File: src/rtl/fsp_pkg.sv
package fsp_pkg;
  // positions of the asynchronous pins inside the synchroniser vector
  localparam int PIN_SCLK = 0;
  localparam int PIN_RFS  = 1;
  localparam int PIN_TFS  = 2;
  localparam int PIN_DIN  = 3;
  localparam int PIN_N    = 4;

  localparam int DEF_RES_W   = 10;
  localparam int DEF_RD_EDGE = 11;
  localparam int DEF_WR_EDGE = 13;
endpackage

File: src/rtl/fsp_sync.sv
module fsp_sync #(
  parameter int N = 4,
  parameter int STAGES = 2,
  parameter logic [N-1:0] IDLE = '0
) (
  input  logic         clk,
  input  logic         rst_n,
  input  logic [N-1:0] raw,
  output logic [N-1:0] lvl,
  output logic [N-1:0] rise,
  output logic [N-1:0] fall
);
  for (genvar i = 0; i < N; i++) begin : g_pin
    logic [STAGES-1:0] chain_q;
    logic              last_q;

    always_ff @(posedge clk) begin
      if (!rst_n) begin
        chain_q <= {STAGES{IDLE[i]}};
        last_q  <= IDLE[i];
      end else begin
        chain_q <= {chain_q[STAGES-2:0], raw[i]};
        last_q  <= chain_q[STAGES-1];
      end
    end

    assign lvl[i]  = chain_q[STAGES-1];
    assign rise[i] = chain_q[STAGES-1] & ~last_q;
    assign fall[i] = ~chain_q[STAGES-1] & last_q;
  end
endmodule

File: src/rtl/fsp_rd_path.sv
module fsp_rd_path #(
  parameter int RES_W = 10,
  parameter int RD_EDGE = 11
) (
  input  logic             clk,
  input  logic             rst_n,
  input  logic [RES_W-1:0] res_data,
  input  logic             res_valid,
  input  logic             arm,
  input  logic             tick,
  output logic             dout,
  output logic             dout_oe
);
  localparam int CW = $clog2(RD_EDGE + 1);
  localparam logic [CW-1:0] LAST = CW'(RD_EDGE - 1);

  logic [RES_W-1:0] hold_q;
  logic [RES_W-1:0] sh_q;
  logic [CW-1:0]    cnt_q;
  logic             armed_q;
  logic             oe_q;
  logic             bit_q;

  always_ff @(posedge clk) begin
    if (!rst_n) begin
      hold_q  <= '0;
      sh_q    <= '0;
      cnt_q   <= '0;
      armed_q <= 1'b0;
      oe_q    <= 1'b0;
      bit_q   <= 1'b0;
    end else begin
      if (res_valid) hold_q <= res_data;
      if (arm) begin
        // snapshot the result now: later conversions cannot disturb this frame
        armed_q <= 1'b1;
        cnt_q   <= '0;
        sh_q    <= hold_q;
        oe_q    <= 1'b0;
        bit_q   <= 1'b0;
      end else if (armed_q && tick) begin
        if (cnt_q == LAST) begin
          armed_q <= 1'b0;
          oe_q    <= 1'b0;
          bit_q   <= 1'b0;
          cnt_q   <= '0;
        end else begin
          oe_q  <= 1'b1;
          bit_q <= sh_q[RES_W-1];
          sh_q  <= {sh_q[RES_W-2:0], 1'b0};
          cnt_q <= cnt_q + 1'b1;
        end
      end
    end
  end

  assign dout    = bit_q;
  assign dout_oe = oe_q;

  p_oe_needs_tick_r3: assert property (@(posedge clk) disable iff (!rst_n)
    $rose(oe_q) |-> $past(tick && armed_q));
  p_idle_released_r2: assert property (@(posedge clk) disable iff (!rst_n)
    !armed_q |-> !oe_q);
  p_bit_holds_r4: assert property (@(posedge clk) disable iff (!rst_n)
    (!tick && !arm) |=> $stable(bit_q));
  p_count_bound_r5: assert property (@(posedge clk) disable iff (!rst_n)
    cnt_q <= LAST);
  p_abort_release_r9: assert property (@(posedge clk) disable iff (!rst_n)
    arm |=> !oe_q);
endmodule

File: src/rtl/fsp_wr_path.sv
module fsp_wr_path #(
  parameter int CTRL_W = 10,
  parameter int WR_EDGE = 13
) (
  input  logic              clk,
  input  logic              rst_n,
  input  logic              arm,
  input  logic              rise,
  input  logic              fall,
  input  logic              din,
  output logic [CTRL_W-1:0] ctrl
);
  localparam int FCW = $clog2(CTRL_W + 1);
  localparam int RCW = $clog2(WR_EDGE + 1);
  localparam logic [FCW-1:0] FULL = FCW'(CTRL_W);
  localparam logic [RCW-1:0] LAST = RCW'(WR_EDGE - 1);

  logic [CTRL_W-1:0] sh_q;
  logic [CTRL_W-1:0] ctrl_q;
  logic [FCW-1:0]    nf_q;
  logic [RCW-1:0]    nr_q;
  logic              armed_q;

  always_ff @(posedge clk) begin
    if (!rst_n) begin
      sh_q    <= '0;
      ctrl_q  <= '0;
      nf_q    <= '0;
      nr_q    <= '0;
      armed_q <= 1'b0;
    end else if (arm) begin
      armed_q <= 1'b1;
      nf_q    <= '0;
      nr_q    <= '0;
      sh_q    <= '0;
    end else if (armed_q) begin
      // surplus samples past the word width are dropped
      if (fall && nf_q != FULL) begin
        sh_q <= {sh_q[CTRL_W-2:0], din};
        nf_q <= nf_q + 1'b1;
      end
      if (rise) begin
        if (nr_q == LAST) begin
          ctrl_q  <= sh_q;
          armed_q <= 1'b0;
          nr_q    <= '0;
        end else begin
          nr_q <= nr_q + 1'b1;
        end
      end
    end
  end

  assign ctrl = ctrl_q;

  p_ctrl_only_on_rise_r8: assert property (@(posedge clk) disable iff (!rst_n)
    !(rise && armed_q) |=> $stable(ctrl_q));
  p_sample_bound_r7: assert property (@(posedge clk) disable iff (!rst_n)
    nf_q <= FULL);
  p_rise_bound_r8: assert property (@(posedge clk) disable iff (!rst_n)
    nr_q <= LAST);
  p_idle_no_change_r2: assert property (@(posedge clk) disable iff (!rst_n)
    (!armed_q && !arm) |=> $stable(ctrl_q));
endmodule

File: src/rtl/framed_serial_port.sv
module framed_serial_port #(
  parameter int RES_W = fsp_pkg::DEF_RES_W,
  parameter int RD_EDGE = fsp_pkg::DEF_RD_EDGE,
  parameter int WR_EDGE = fsp_pkg::DEF_WR_EDGE,
  parameter int SYNC_STAGES = 2
) (
  input  logic             clk,
  input  logic             rst_n,
  input  logic [RES_W-1:0] res_data,
  input  logic             res_valid,
  input  logic             sclk,
  input  logic             rfs,
  input  logic             tfs,
  input  logic             din,
  output logic             dout,
  output logic             dout_oe,
  output logic [RES_W-1:0] ctrl_word
);
  import fsp_pkg::*;

  // idle levels: clock low, read strobe low, write strobe high, data low
  localparam logic [PIN_N-1:0] IDLE = PIN_N'(1 << PIN_TFS);

  logic [PIN_N-1:0] raw, lvl, rise, fall;
  logic             sync_unused;

  always_comb begin
    raw           = '0;
    raw[PIN_SCLK] = sclk;
    raw[PIN_RFS]  = rfs;
    raw[PIN_TFS]  = tfs;
    raw[PIN_DIN]  = din;
  end

  fsp_sync #(.N(PIN_N), .STAGES(SYNC_STAGES), .IDLE(IDLE)) u_sync (
    .clk(clk), .rst_n(rst_n), .raw(raw), .lvl(lvl), .rise(rise), .fall(fall)
  );

  assign sync_unused = ^{lvl[PIN_SCLK], lvl[PIN_RFS], lvl[PIN_TFS], rise[PIN_TFS],
                         fall[PIN_RFS], rise[PIN_DIN], fall[PIN_DIN]};

  fsp_rd_path #(.RES_W(RES_W), .RD_EDGE(RD_EDGE)) u_rd (
    .clk(clk), .rst_n(rst_n), .res_data(res_data), .res_valid(res_valid),
    .arm(rise[PIN_RFS]), .tick(rise[PIN_SCLK]), .dout(dout), .dout_oe(dout_oe)
  );

  fsp_wr_path #(.CTRL_W(RES_W), .WR_EDGE(WR_EDGE)) u_wr (
    .clk(clk), .rst_n(rst_n), .arm(fall[PIN_TFS]), .rise(rise[PIN_SCLK]),
    .fall(fall[PIN_SCLK]), .din(lvl[PIN_DIN]), .ctrl(ctrl_word)
  );

  p_out_zero_released_r1: assert property (@(posedge clk) disable iff (!rst_n)
    !dout_oe |-> !dout);
endmodule

File: config.mk
export PLATFORM = sky130hd
export DESIGN_NAME = framed_serial_port
export DESIGN_NICKNAME = d
export VERILOG_FILES = /design/src/rtl/fsp_pkg.sv /design/src/rtl/fsp_sync.sv /design/src/rtl/fsp_rd_path.sv /design/src/rtl/fsp_wr_path.sv /design/src/rtl/framed_serial_port.sv
export SDC_FILE = /design/constraint.sdc
export NUM_CORES = 1
export LEC_CHECK = 0
export ABC_AREA = 0
export BUFFER_PORTS_ARGS = -buffer_cell sky130_fd_sc_hd__buf_2
export CAP_MARGIN = 20
export CORE_AREA = 3 3 72 74
export DETAILED_ROUTE_END_ITERATION = 10
export DIE_AREA = 0 0 75 77
export PLACE_DENSITY = 0.85
export SLEW_MARGIN = 15
export SYNTH_ARGS = -nofsm -noshare
export SYNTH_HDL_FRONTEND = slang
export SYNTH_SLANG_ARGS = --single-unit
File: constraint.sdc
create_clock -name clk -period 1.8 [get_ports clk]
set_input_delay 0.09 -clock clk [delete_from_list [all_inputs] [get_ports clk]]
set_output_delay 0.09 -clock clk [all_outputs]
set_load 0.05 [all_outputs]
==> Word-level counts from Yosys, hierarchy flattened <==
Index checks and enable logic that the tools add are counted.
W data, S select, Z words.
{ "totals": {"inputBits": 17, "regBits": 67, "output_inout_bits": 12, "word_cells": 60} }
{ "op_classes": {"n_reduce_logical": 11, "n_bitwise": 10, "eq_ne": 4, "mux": 14, "n_addsub": 3} }
{ "op_table": {"columns": ["cell", "n"], "rows": [
  ["$mux W10", 3],
  ["$add A4 B1 Y4 const B", 3],
  ["$mux W1", 9],
  ["$eq A4 B4 Y1 const B", 2],
  ["$mux W4", 2],
  ["$reduce_and A2 Y1", 4],
  ["$not A1 Y1", 6],
  ["$and A1 B1 Y1", 4],
  ["$ne A4 B4 Y1 const B", 1],
  ["$reduce_and A4 Y1", 1],
  ["$reduce_bool A2 Y1", 2],
  ["$reduce_or A2 Y1", 2],
  ["$logic_and A1 B1 Y1", 2],
  ["$ne A2 B1 Y1 const B", 1]
]} }

==> Longest topological paths before layout <==
Gate-level depths: netlist of the first run.
{ "depth": {"ltp_word": 5, "mapped_depth": 7, "depth_no_buf": 6} }

==> Cells and area by module <==
From an unflattened synthesis of the first run, not the netlist that was laid out.
{ "hier_totals": {"cells_unflattened": 293, "area_unflattened_um2": 2735.1} }
{ "modules_own_cells": {"columns": ["module", "area_each_um2", "cells_each", "n_inst"], "rows": [
  ["fsp_wr_path", 1239.9, 134, 1],
  ["fsp_rd_path", 1088.5, 122, 1],
  ["fsp_sync", 406.6, 37, 1]
]} }

==> Worst setup path before layout of the first run <==
No wires, ideal clock.
{ "synth_timing": {"path_kind": "register -> register", "from": "register u_wr.nf_q[0]", "to": "register u_wr.sh_q[5]", "setup_ns": 0.128, "stages_incl_launch_ff": 8, "t_required_ns": 1.672, "t_arrival_ns": 1.129, "n_path_buf": 1, "setup_slack_ns": 0.543, "path_cell_list": "dfxtp_1 > inv_1 > ha_1 > nand3b_1 > nand2_2 > buf_6 > mux2i_1 > nor2_1"} }
{ "synth_via": {"elab_chain_cells": 3} }
{ "synth_lines": {"columns": ["element", "line", "rtl"], "rows": [
  ["from (decl)", "fsp_wr_path.sv:20", "logic [FCW-1:0] nf_q;"],
  ["from (signal assigned)", "fsp_wr_path.sv:40", "nf_q <= nf_q + 1'b1;"],
  ["$ne A4 B4 Y1", "fsp_wr_path.sv:38", "if (fall && nf_q != FULL) begin"],
  ["$logic_and A1 B1 Y1", "fsp_wr_path.sv:38", null],
  ["$reduce_and A2 Y1 (no source line)", null, null],
  ["to (signal assigned)", "fsp_wr_path.sv:39", "sh_q <= {sh_q[CTRL_W-2:0], din};"],
  ["to (decl)", "fsp_wr_path.sv:18", "logic [CTRL_W-1:0] sh_q;"]
]} }
No other way between the ends.
A chain may end at the register's enable or synchronous reset.

==> Final worst setup path of the first run <==
{ "layout_timing": {"from": "register u_wr.nf_q[0]", "to": "register u_wr.sh_q[4]"} }
Same word-level chain as after synthesis.

==> run_results.csv, run 1 <==
group,metric,value,unit
logic_synthesis,synthDistinctLibCells,43,
timing,grt_setup_unrepaired,"no",
logic_synthesis,post_synthesis_cell_type_with_the_largest_combined_area,"dfxtp_1",
finish,insertedDiodeCount,0,
logic_synthesis,syn-mean-instance-area,9.89,µm²
detailed_routing,drt_drc_violations_left,0,
timing,final.setup.worst_slack,0.318,ns
finish,post_route_cells_drive_above_1_share,17.4,%
floorplan,core_region_area,4660,µm²
worst_setup_path,critical_path_at,1.69,ns
finish,multi_input_comb_area,1190,µm²
min_path,hold_class,"in -> reg",
grt,number_of_antenna_violations_at_the_first_check_in_global_routing,0,
worst_setup_path,path_class,"reg -> reg",
logic_synthesis,synth_enable_flop_cells,0,
finish,final_util,65.5,%
timing,relSlewSlack,60.9,%
worst_setup_path,start_kind,"flop",
placed_design,pre_cts_worst_setup_slack,0.323,ns
grt,via_count_of_the_first_global_routing_pass,1821,
placed_design,detailedPlacementHpwl,2980,µm
finish,area_of_all_placed_cells_without_fillers,3050,µm²
detailed_routing,vias_per_cell,5.20,
worst_setup_path,critical_path_end_type,"flop",
grt,globalRouteTotalUtil,18.4,%
timing,worst-slew-pin-transition,0.586,ns
detailed_routing,ant_nets,0,
floorplan,die_h,77,µm
worst_setup_path,critical_path_peak_fanout,11,
finish,nFillCells,355,
power,leakagePower,1.33,nW
timing,timing_hold_violations_final,0,
grt,top_usage_layer,"met2",
floorplan,fp.dieArea,5780,µm²
logic_synthesis,synth_flop_cell,"dfxtp_1",
finish,finish.net_count,322,
placed_design,place_congestion,0.739,
logic_synthesis,postSynthNetCount,286,
grt,largest_net_degree_at_the_start_of_global_routing,35,
floorplan,placementRows,25,
timing,timing.final.crit_share,82.3,%
timing,setup_total_negative_slack,0,ns
logic_synthesis,yosys.area_share.adder,1.91,%
logic_synthesis,synth_largest_type_area_fraction,51.2,%
grt,grt_overflow,0,
logic_synthesis,ys_seq_area_share,51.2,%
floorplan,io_pins,29,
clocking,cts.sink_count,67,
logic_synthesis,ys_top_cells_by_area,"dfxtp_1 (51%), mux2i_1 (11%), o21ai_0 (3.6%), a21oi_1 (3.2%), nor2_1 (3.0%)",
power,p_sw_share,20.6,%
finish,ff_latch_area,1340,µm²
logic_synthesis,largest_family_of_logic_cells_by_synthesized_area,"simple AND/OR/NAND/NOR gates",
placed_design,dpl-instance-area,2780,µm²
power,clock_power_share,42.6,%
logic_synthesis,yosysWarningCount,0,
outcome,run_status,"finished, final reports clean",
detailed_routing,dr.first_iter.drc_count,84,
timing,final_max_slew_viol_count,0,
clocking,clkLatencyLatePin,0.34,ns
power,p_switching,0.605,mW
logic_synthesis,xor_xnor_cell_area_share_of_the_yosys_netlist,1.34,%
grt,gr-usage-met3,6.29,%
timing,period_minus_slack,1.48,ns
logic_synthesis,postSynth.asyncResetShare,0,%
finish,mostFrequentLayoutCell,"dfxtp_1",
logic_synthesis,synth_compound_gate_area_share,11.6,%
grt,grt_met2_use,26.8,%
placed_design,dpl.cell_count,337,
finish,most_frequent_cells_in_the_layout,"dfxtp_1 (67), mux2i_1 (29), buf_2 (28), nor2_1 (21), o21ai_0 (19)",
power,p_int,2.33,mW
grt,grt_pass1_wl,8090,µm
floorplan,die_w,75,µm
timing,final_count_of_negative_setup_slack_endpoints,0,
logic_synthesis,simple_gate_share_of_the_synthesized_area,19.5,%
detailed_routing,drt_wl_cell,12.7,µm
power,ir_drop_worst_vdd,0.639,mV
logic_synthesis,ys_ff_latch,67,
power,p_per_area,961,nW/µm²
flow_run,max_cap_violations,0,
clocking,ctsRootBufferMaster,"clkbuf_8",
finish,area_growth_syn_to_layout,16.4,%
logic_synthesis,netlist_instances,265,
clocking,ctsHtreeMaxLevel,3,
timing,timing.clock.skew,0.00835,ns
power,sequentialPowerShare,52.6,%
worst_setup_path,worstPathRequired,2.01,ns
logic_synthesis,synth_mux_area_share,11.1,%
finish,post_layout_nonfiller_instances,358,
logic_synthesis,synth.cell_area,2620,µm²
detailed_routing,dr_total_vias,1863,
clocking,clock_path_buffers,2,
power,power.share.combinational,4.8,%
clocking,cts.repair_timing.setup_buffer_count,0,
floorplan,initial_utilization,56.2,%
timing,achievable-frequency,675,MHz
placed_design,port_buffers,28,
clocking,clk_pin_slew,0.07,ns
detailed_routing,detail_route.wirelength,4530,µm
detailed_routing,drt-pass1-iter-count,4,
clocking,cts_made_buffers,9,
grt,grt_util_met1,23.8,%
clocking,cts_tree,"yes",
-- kinds of logic after synthesis --
logic type      count (synthesis)
xor+xnor                        4
simple gates                   92
fa+ha+maj                       4
buf+inv                        17
mux                            29
compound gates                 52
flops                          67
-- power by group through the flow --
| stage | sequential (mW) | combinational [mW] | clock [mW] |
|---|---|---|---|
| floorplan | 1.57 | 0.0985 | 0 |
| global placement | 1.57 | 0.126 | 0 |
| detailed placement | 1.57 | 0.130 | 0 |
| CTS | 1.54 | 0.143 | 1.28 |
| global route | 1.55 | 0.161 | 1.35 |
| finish | 1.54 | 0.142 | 1.25 |
-- registers in the layout (all words and copies together), names as in the netlist --
register	cells
u_rd.hold_q	10
u_rd.sh_q	10
u_wr.ctrl	10
u_wr.sh_q	10
u_sync.g_pin.chain_q	8
u_rd.cnt_q	4
u_wr.nf_q	4
u_wr.nr_q	4
u_sync.g_pin.last_q	3
u_rd.armed_q	1
u_rd.dout	1
u_rd.dout_oe	1
u_wr.armed_q	1
-- cells in the mapped netlist (2+ instances only) --
| library cell | n |
|---|---|
| nand2b_1 | 6 |
| and3b_1 | 2 |
| nand3_1 | 13 |
| a21oi_1 | 17 |
| clkbuf_1 | 5 |
| and2_1 | 9 |
| o21ai_0 | 19 |
| mux2i_1 | 29 |
| nor2_1 | 21 |
| a21boi_0 | 3 |
| o21ai_1 | 4 |
| xor2_1 | 3 |
| buf_6 | 2 |
| a311oi_1 | 2 |
| nand2_1 | 15 |
| inv_1 | 3 |
| dfxtp_1 | 67 |
| nor2b_1 | 11 |
| buf_2 | 5 |
| nand3b_1 | 3 |
| ha_1 | 4 |
-- metrics by stage --
step | power, mW | hold WS [ns]
after floorplan | 1.67 | 0.191
after global placement | 1.70 | 0.273
after detailed placement | 1.70 | 0.274
after CTS | 2.96 | 0.00148
after global routing | 3.05 | 0.0164
final | 2.93 | 0.0141
-- worst max-delay path, cell delays in order, from the launching register on --
cell      delay, ns
dfxtp_1        0.33
inv_1          0.10
ha_1           0.16
nand3b_1       0.16
nand2_2        0.32
mux2i_1        0.24
nor2_1         0.05
-- repair_timing --
action | in CTS | in global routing
endpoints found under the hold margin | 7 | 0
resized for setup | 0 | 0
hold buffers | 7 | 0
-- layer usage --
metal  vias up  wire (µm)
met5         -          0
met4         0         87
met3         7        170
met2        31       2050
met1       839       2230
li1        986          -
-- cell type report --
type	instances	area share, %
clock buffers	12	5.41
clock inverters	2	1.15
inverters	3	0.369
multi-input cells	181	39.0
flip-flops and latches	67	44.0
well taps	54	2.21
repair buffers	39	7.87
-- path summary, 6_finish.rpt --
kind	startpoint	end	slack (ns)	depth (start not counted)
max reg2reg	u_wr.nf_q[0]	u_wr.sh_q[4]	0.32	6
min	res_data[0]	u_rd.hold_q[0]	0.01	3
min reg2reg	u_sync.g_pin[2].chain_q[0]	u_sync.g_pin[2].chain_q[1]	0.41	1
max	u_wr.nf_q[0]	u_wr.sh_q[4]	0.32	6
No activity file was read; power rests on OpenSTA's default activity.
==> inputs of run 2 (changes only) <==
--- a/config.mk
+++ b/config.mk
@@ -8,10 +8,10 @@
 export ABC_AREA = 0
 export BUFFER_PORTS_ARGS = -buffer_cell sky130_fd_sc_hd__buf_2
 export CAP_MARGIN = 20
-export CORE_AREA = 3 3 72 74
+export CORE_AREA = 3 3 76 78
 export DETAILED_ROUTE_END_ITERATION = 10
-export DIE_AREA = 0 0 75 77
-export PLACE_DENSITY = 0.85
+export DIE_AREA = 0 0 79 81
+export PLACE_DENSITY = 0.8
 export SLEW_MARGIN = 15
 export SYNTH_ARGS = -nofsm -noshare
 export SYNTH_HDL_FRONTEND = slang
==> constraint.sdc (replaced) <==
create_clock -name clk -period 1.3 [get_ports clk]
set_input_delay 0.065 -clock clk [delete_from_list [all_inputs] [get_ports clk]]
set_output_delay 0.065 -clock clk [all_outputs]
set_load 0.05 [all_outputs]
==> run 2 against run 1 <==
Net effect: the flow now finishes with violations (negative setup slack); hold slack got worse by 0.011 ns; power increased by 30%; clock skew decreased by 0.0013 ns; flip-flop and latch count unchanged; clock-buffer cell count decreased by 1; worst setup slack got worse by 0.42 ns; core utilization increased by 0.61 points; largest power group unchanged; first-iteration DRC count increased by 7.1%; die area increased by 11%; via count increased by 12%.
==> run_results.csv, run 2 (synthesized netlist as in run 1, its figures left out) <==
group,metric,value,unit
finish,post_layout_nonfiller_instances,405,
worst_setup_path,worstPathRequired,1.57,ns
grt,globalRouteTotalUtil,17.0,%
power,leakagePower,1.48,nW
grt,number_of_antenna_violations_at_the_first_check_in_global_routing,0,
clocking,clock_path_buffers,2,
timing,timing.final.crit_share,108,%
worst_setup_path,worst_setup_path_endpoint,"u_wr.ctrl[0]",
power,design_power_total,3.80,mW
clocking,cts_made_buffers,9,
detailed_routing,drt_wl_cell,13.6,µm
clocking,cts_tree,"yes",
worst_setup_path,crit_slowest_cell,"nor3b_4",
worst_setup_path,worst-r2r-setup-slack,-0.10,ns
worst_setup_path,start_kind,"flop",
floorplan,io_pins,29,
detailed_routing,dr_total_vias,2089,
worst_setup_path,critPathTopFamily,"simple AND/OR/NAND/NOR gates",
detailed_routing,drt_drc_violations_left,0,
grt,largest_net_degree_at_the_start_of_global_routing,48,
worst_setup_path,r2r_start,"u_sync.g_pin[0].last_q",
timing,achievable-frequency,714,MHz
outcome,run_status,"finished with violations",
worst_setup_path,worst_r2r_path_depth,5,
detailed_routing,vias_per_cell,5.16,
outcome,failed_checks,"negative setup slack",
detailed_routing,drt-pass1-iter-count,4,
power,p_per_area,1120,nW/µm²
finish,multi_input_comb_area,1270,µm²
worst_setup_path,worst-path-buf-inv,1,
timing,final_max_slew_viol_count,0,
floorplan,die_h,81,µm
worst_setup_path,cp_slowest_stage_delay,0.36,ns
worst_setup_path,critical_path_peak_fanout,6,
placed_design,port_buffers,28,
clocking,cts.sink_count,67,
finish,finish.net_count,351,
finish,most_frequent_cells_in_the_layout,"dfxtp_1 (63), mux2i_1 (29), buf_2 (28), nor2_1 (21), buf_4 (20)",
timing,timing.clock.skew,0.00710,ns
finish,final_util,66.1,%
timing,final.setup.worst_slack,-0.101,ns
finish,post_route_cells_drive_above_1_share,29.0,%
finish,ff_latch_area,1350,µm²
clocking,ctsHtreeMaxLevel,3,
worst_setup_path,worstSetupStartpoint,"u_sync.g_pin[0].last_q",
detailed_routing,dr.first_iter.drc_count,90,
worst_setup_path,path_cells,"nand4b_1 -> nor3b_4 -> buf_6 -> nand3_1 -> o21ai_1",
worst_setup_path,timing.critical_path.depth,5,
timing,relSlewSlack,76.0,%
finish,area_growth_syn_to_layout,29.6,%
flow_run,max_cap_violations,0,
timing,grt_setup_unrepaired,"yes",
finish,insertedDiodeCount,0,
detailed_routing,detail_route.wirelength,5510,µm
placed_design,dpl.cell_count,369,
floorplan,initial_utilization,51.0,%
finish,nFillCells,414,
clocking,clk_pin_slew,0.07,ns
grt,grt_pass1_wl,8400,µm
placed_design,place_congestion,0.748,
worst_setup_path,critical_path_end_type,"flop",
timing,worst-slew-pin-transition,0.359,ns
floorplan,die_w,79,µm
timing,timing_hold_violations_final,0,
floorplan,placementRows,26,
timing,final_count_of_negative_setup_slack_endpoints,24,
power,ir_drop_worst_vdd,1.15,mV
timing,period_minus_slack,1.40,ns
grt,via_count_of_the_first_global_routing_pass,1930,
grt,grt_overflow,0,
clocking,ctsRootBufferMaster,"clkbuf_8",
detailed_routing,ant_nets,0,
floorplan,fp.dieArea,6400,µm²
finish,mostFrequentLayoutCell,"dfxtp_1",
clocking,clkLatencyLatePin,0.34,ns
min_path,hold_class,"in -> reg",
floorplan,core_region_area,5140,µm²
worst_setup_path,reg2reg_to,"u_wr.ctrl[0]",
worst_setup_path,critical_path_at,1.67,ns
placed_design,detailedPlacementHpwl,3140,µm
worst_setup_path,path_class,"reg -> reg",
run 2: changes by cell type in the layout (fill, tap and decap cells not counted), moves of 3 or more:
cell and change:
clkbuf_8 -3, dfxtp_2 +3, dlygate4sd3_1 +5, buf_4 +16
o21ai_0 -7, dfxtp_1 -4, buf_6 +4, o21ai_1 +5
nand3_1 -6, nand3_2 +6
run 2: layout make-up:
cell class	instances	share of cell area, %
Sequential cell	67	39.7
Multi-Input combinational cell	182	37.3
Timing Repair Buffer	67	15.3
Clock buffer	11	3.87
Tap cell	70	2.58
Clock inverter	5	0.884
Inverter	3	0.331
run 2: stage by stage:
step	setup WS, ns	setup TNS (ns)	hold slack, ns	instance area, µm²
final	-0.101	-1.29	0.00342	3400
after detailed placement	-0.0736	-0.215	0.248	2950
after global routing	-0.178	-2.86	0.0365	3400
after CTS	-0.00923	-0.0167	0.00202	3240
after global placement	0.0377	0	0.247	2950
after floorplan	0.0434	0	0.166	2620
run 2: metal layers:
metal / up-vias / part of all wire, % / GRT usage [%]
met4: 0 / 2.0 / 7.39
met2: 37 / 50 / 28.3
met3: 9 / 3.5 / 5.99
met5: - / 0 / 0
met1: 986 / 45 / 19.9
li1: 1057 / - / -
run 2: worst min-delay path, delay by kind of cell:
| kind | cells | cell delay (ns) |
|---|---|---|
| buf+inv | 1 | 0.08 |
| mux | 1 | 0.06 |
| simple gates | 1 | 0.10 |
run 2: worst min-delay path by stage:
stage,startpoint,end,slack (ns),depth (start not counted)
after floorplan,tfs,u_sync.g_pin[2].chain_q[0],0.17,1
after global placement,tfs,u_sync.g_pin[2].chain_q[0],0.25,2
after detailed placement,tfs,u_sync.g_pin[2].chain_q[0],0.25,2
after CTS,res_data[0],u_rd.hold_q[0],0.002,3
after global routing,res_data[8],u_rd.hold_q[8],0.04,3
final,res_data[8],u_rd.hold_q[8],0.003,3
run 2: report_power, final:
part / switching [mW] / internal (mW) / leakage [nW]
logic: 0.116 / 0.130 / 0.851
registers: 0.0275 / 2.10 / 0.547
clock network: 0.745 / 0.682 / 0.0791
total: 0.888 / 2.92 / 1.48
run 2: repair_timing:
action                                  4_1_cts  5_1_grt
hold buffers                                 12        0
gates resized for setup                       4       34
pin swaps                                     0        4
buffers inserted                              0        4
cloned                                        0        4
endpoints found under the hold margin        12        0
endpoints found under the setup margin       19       39
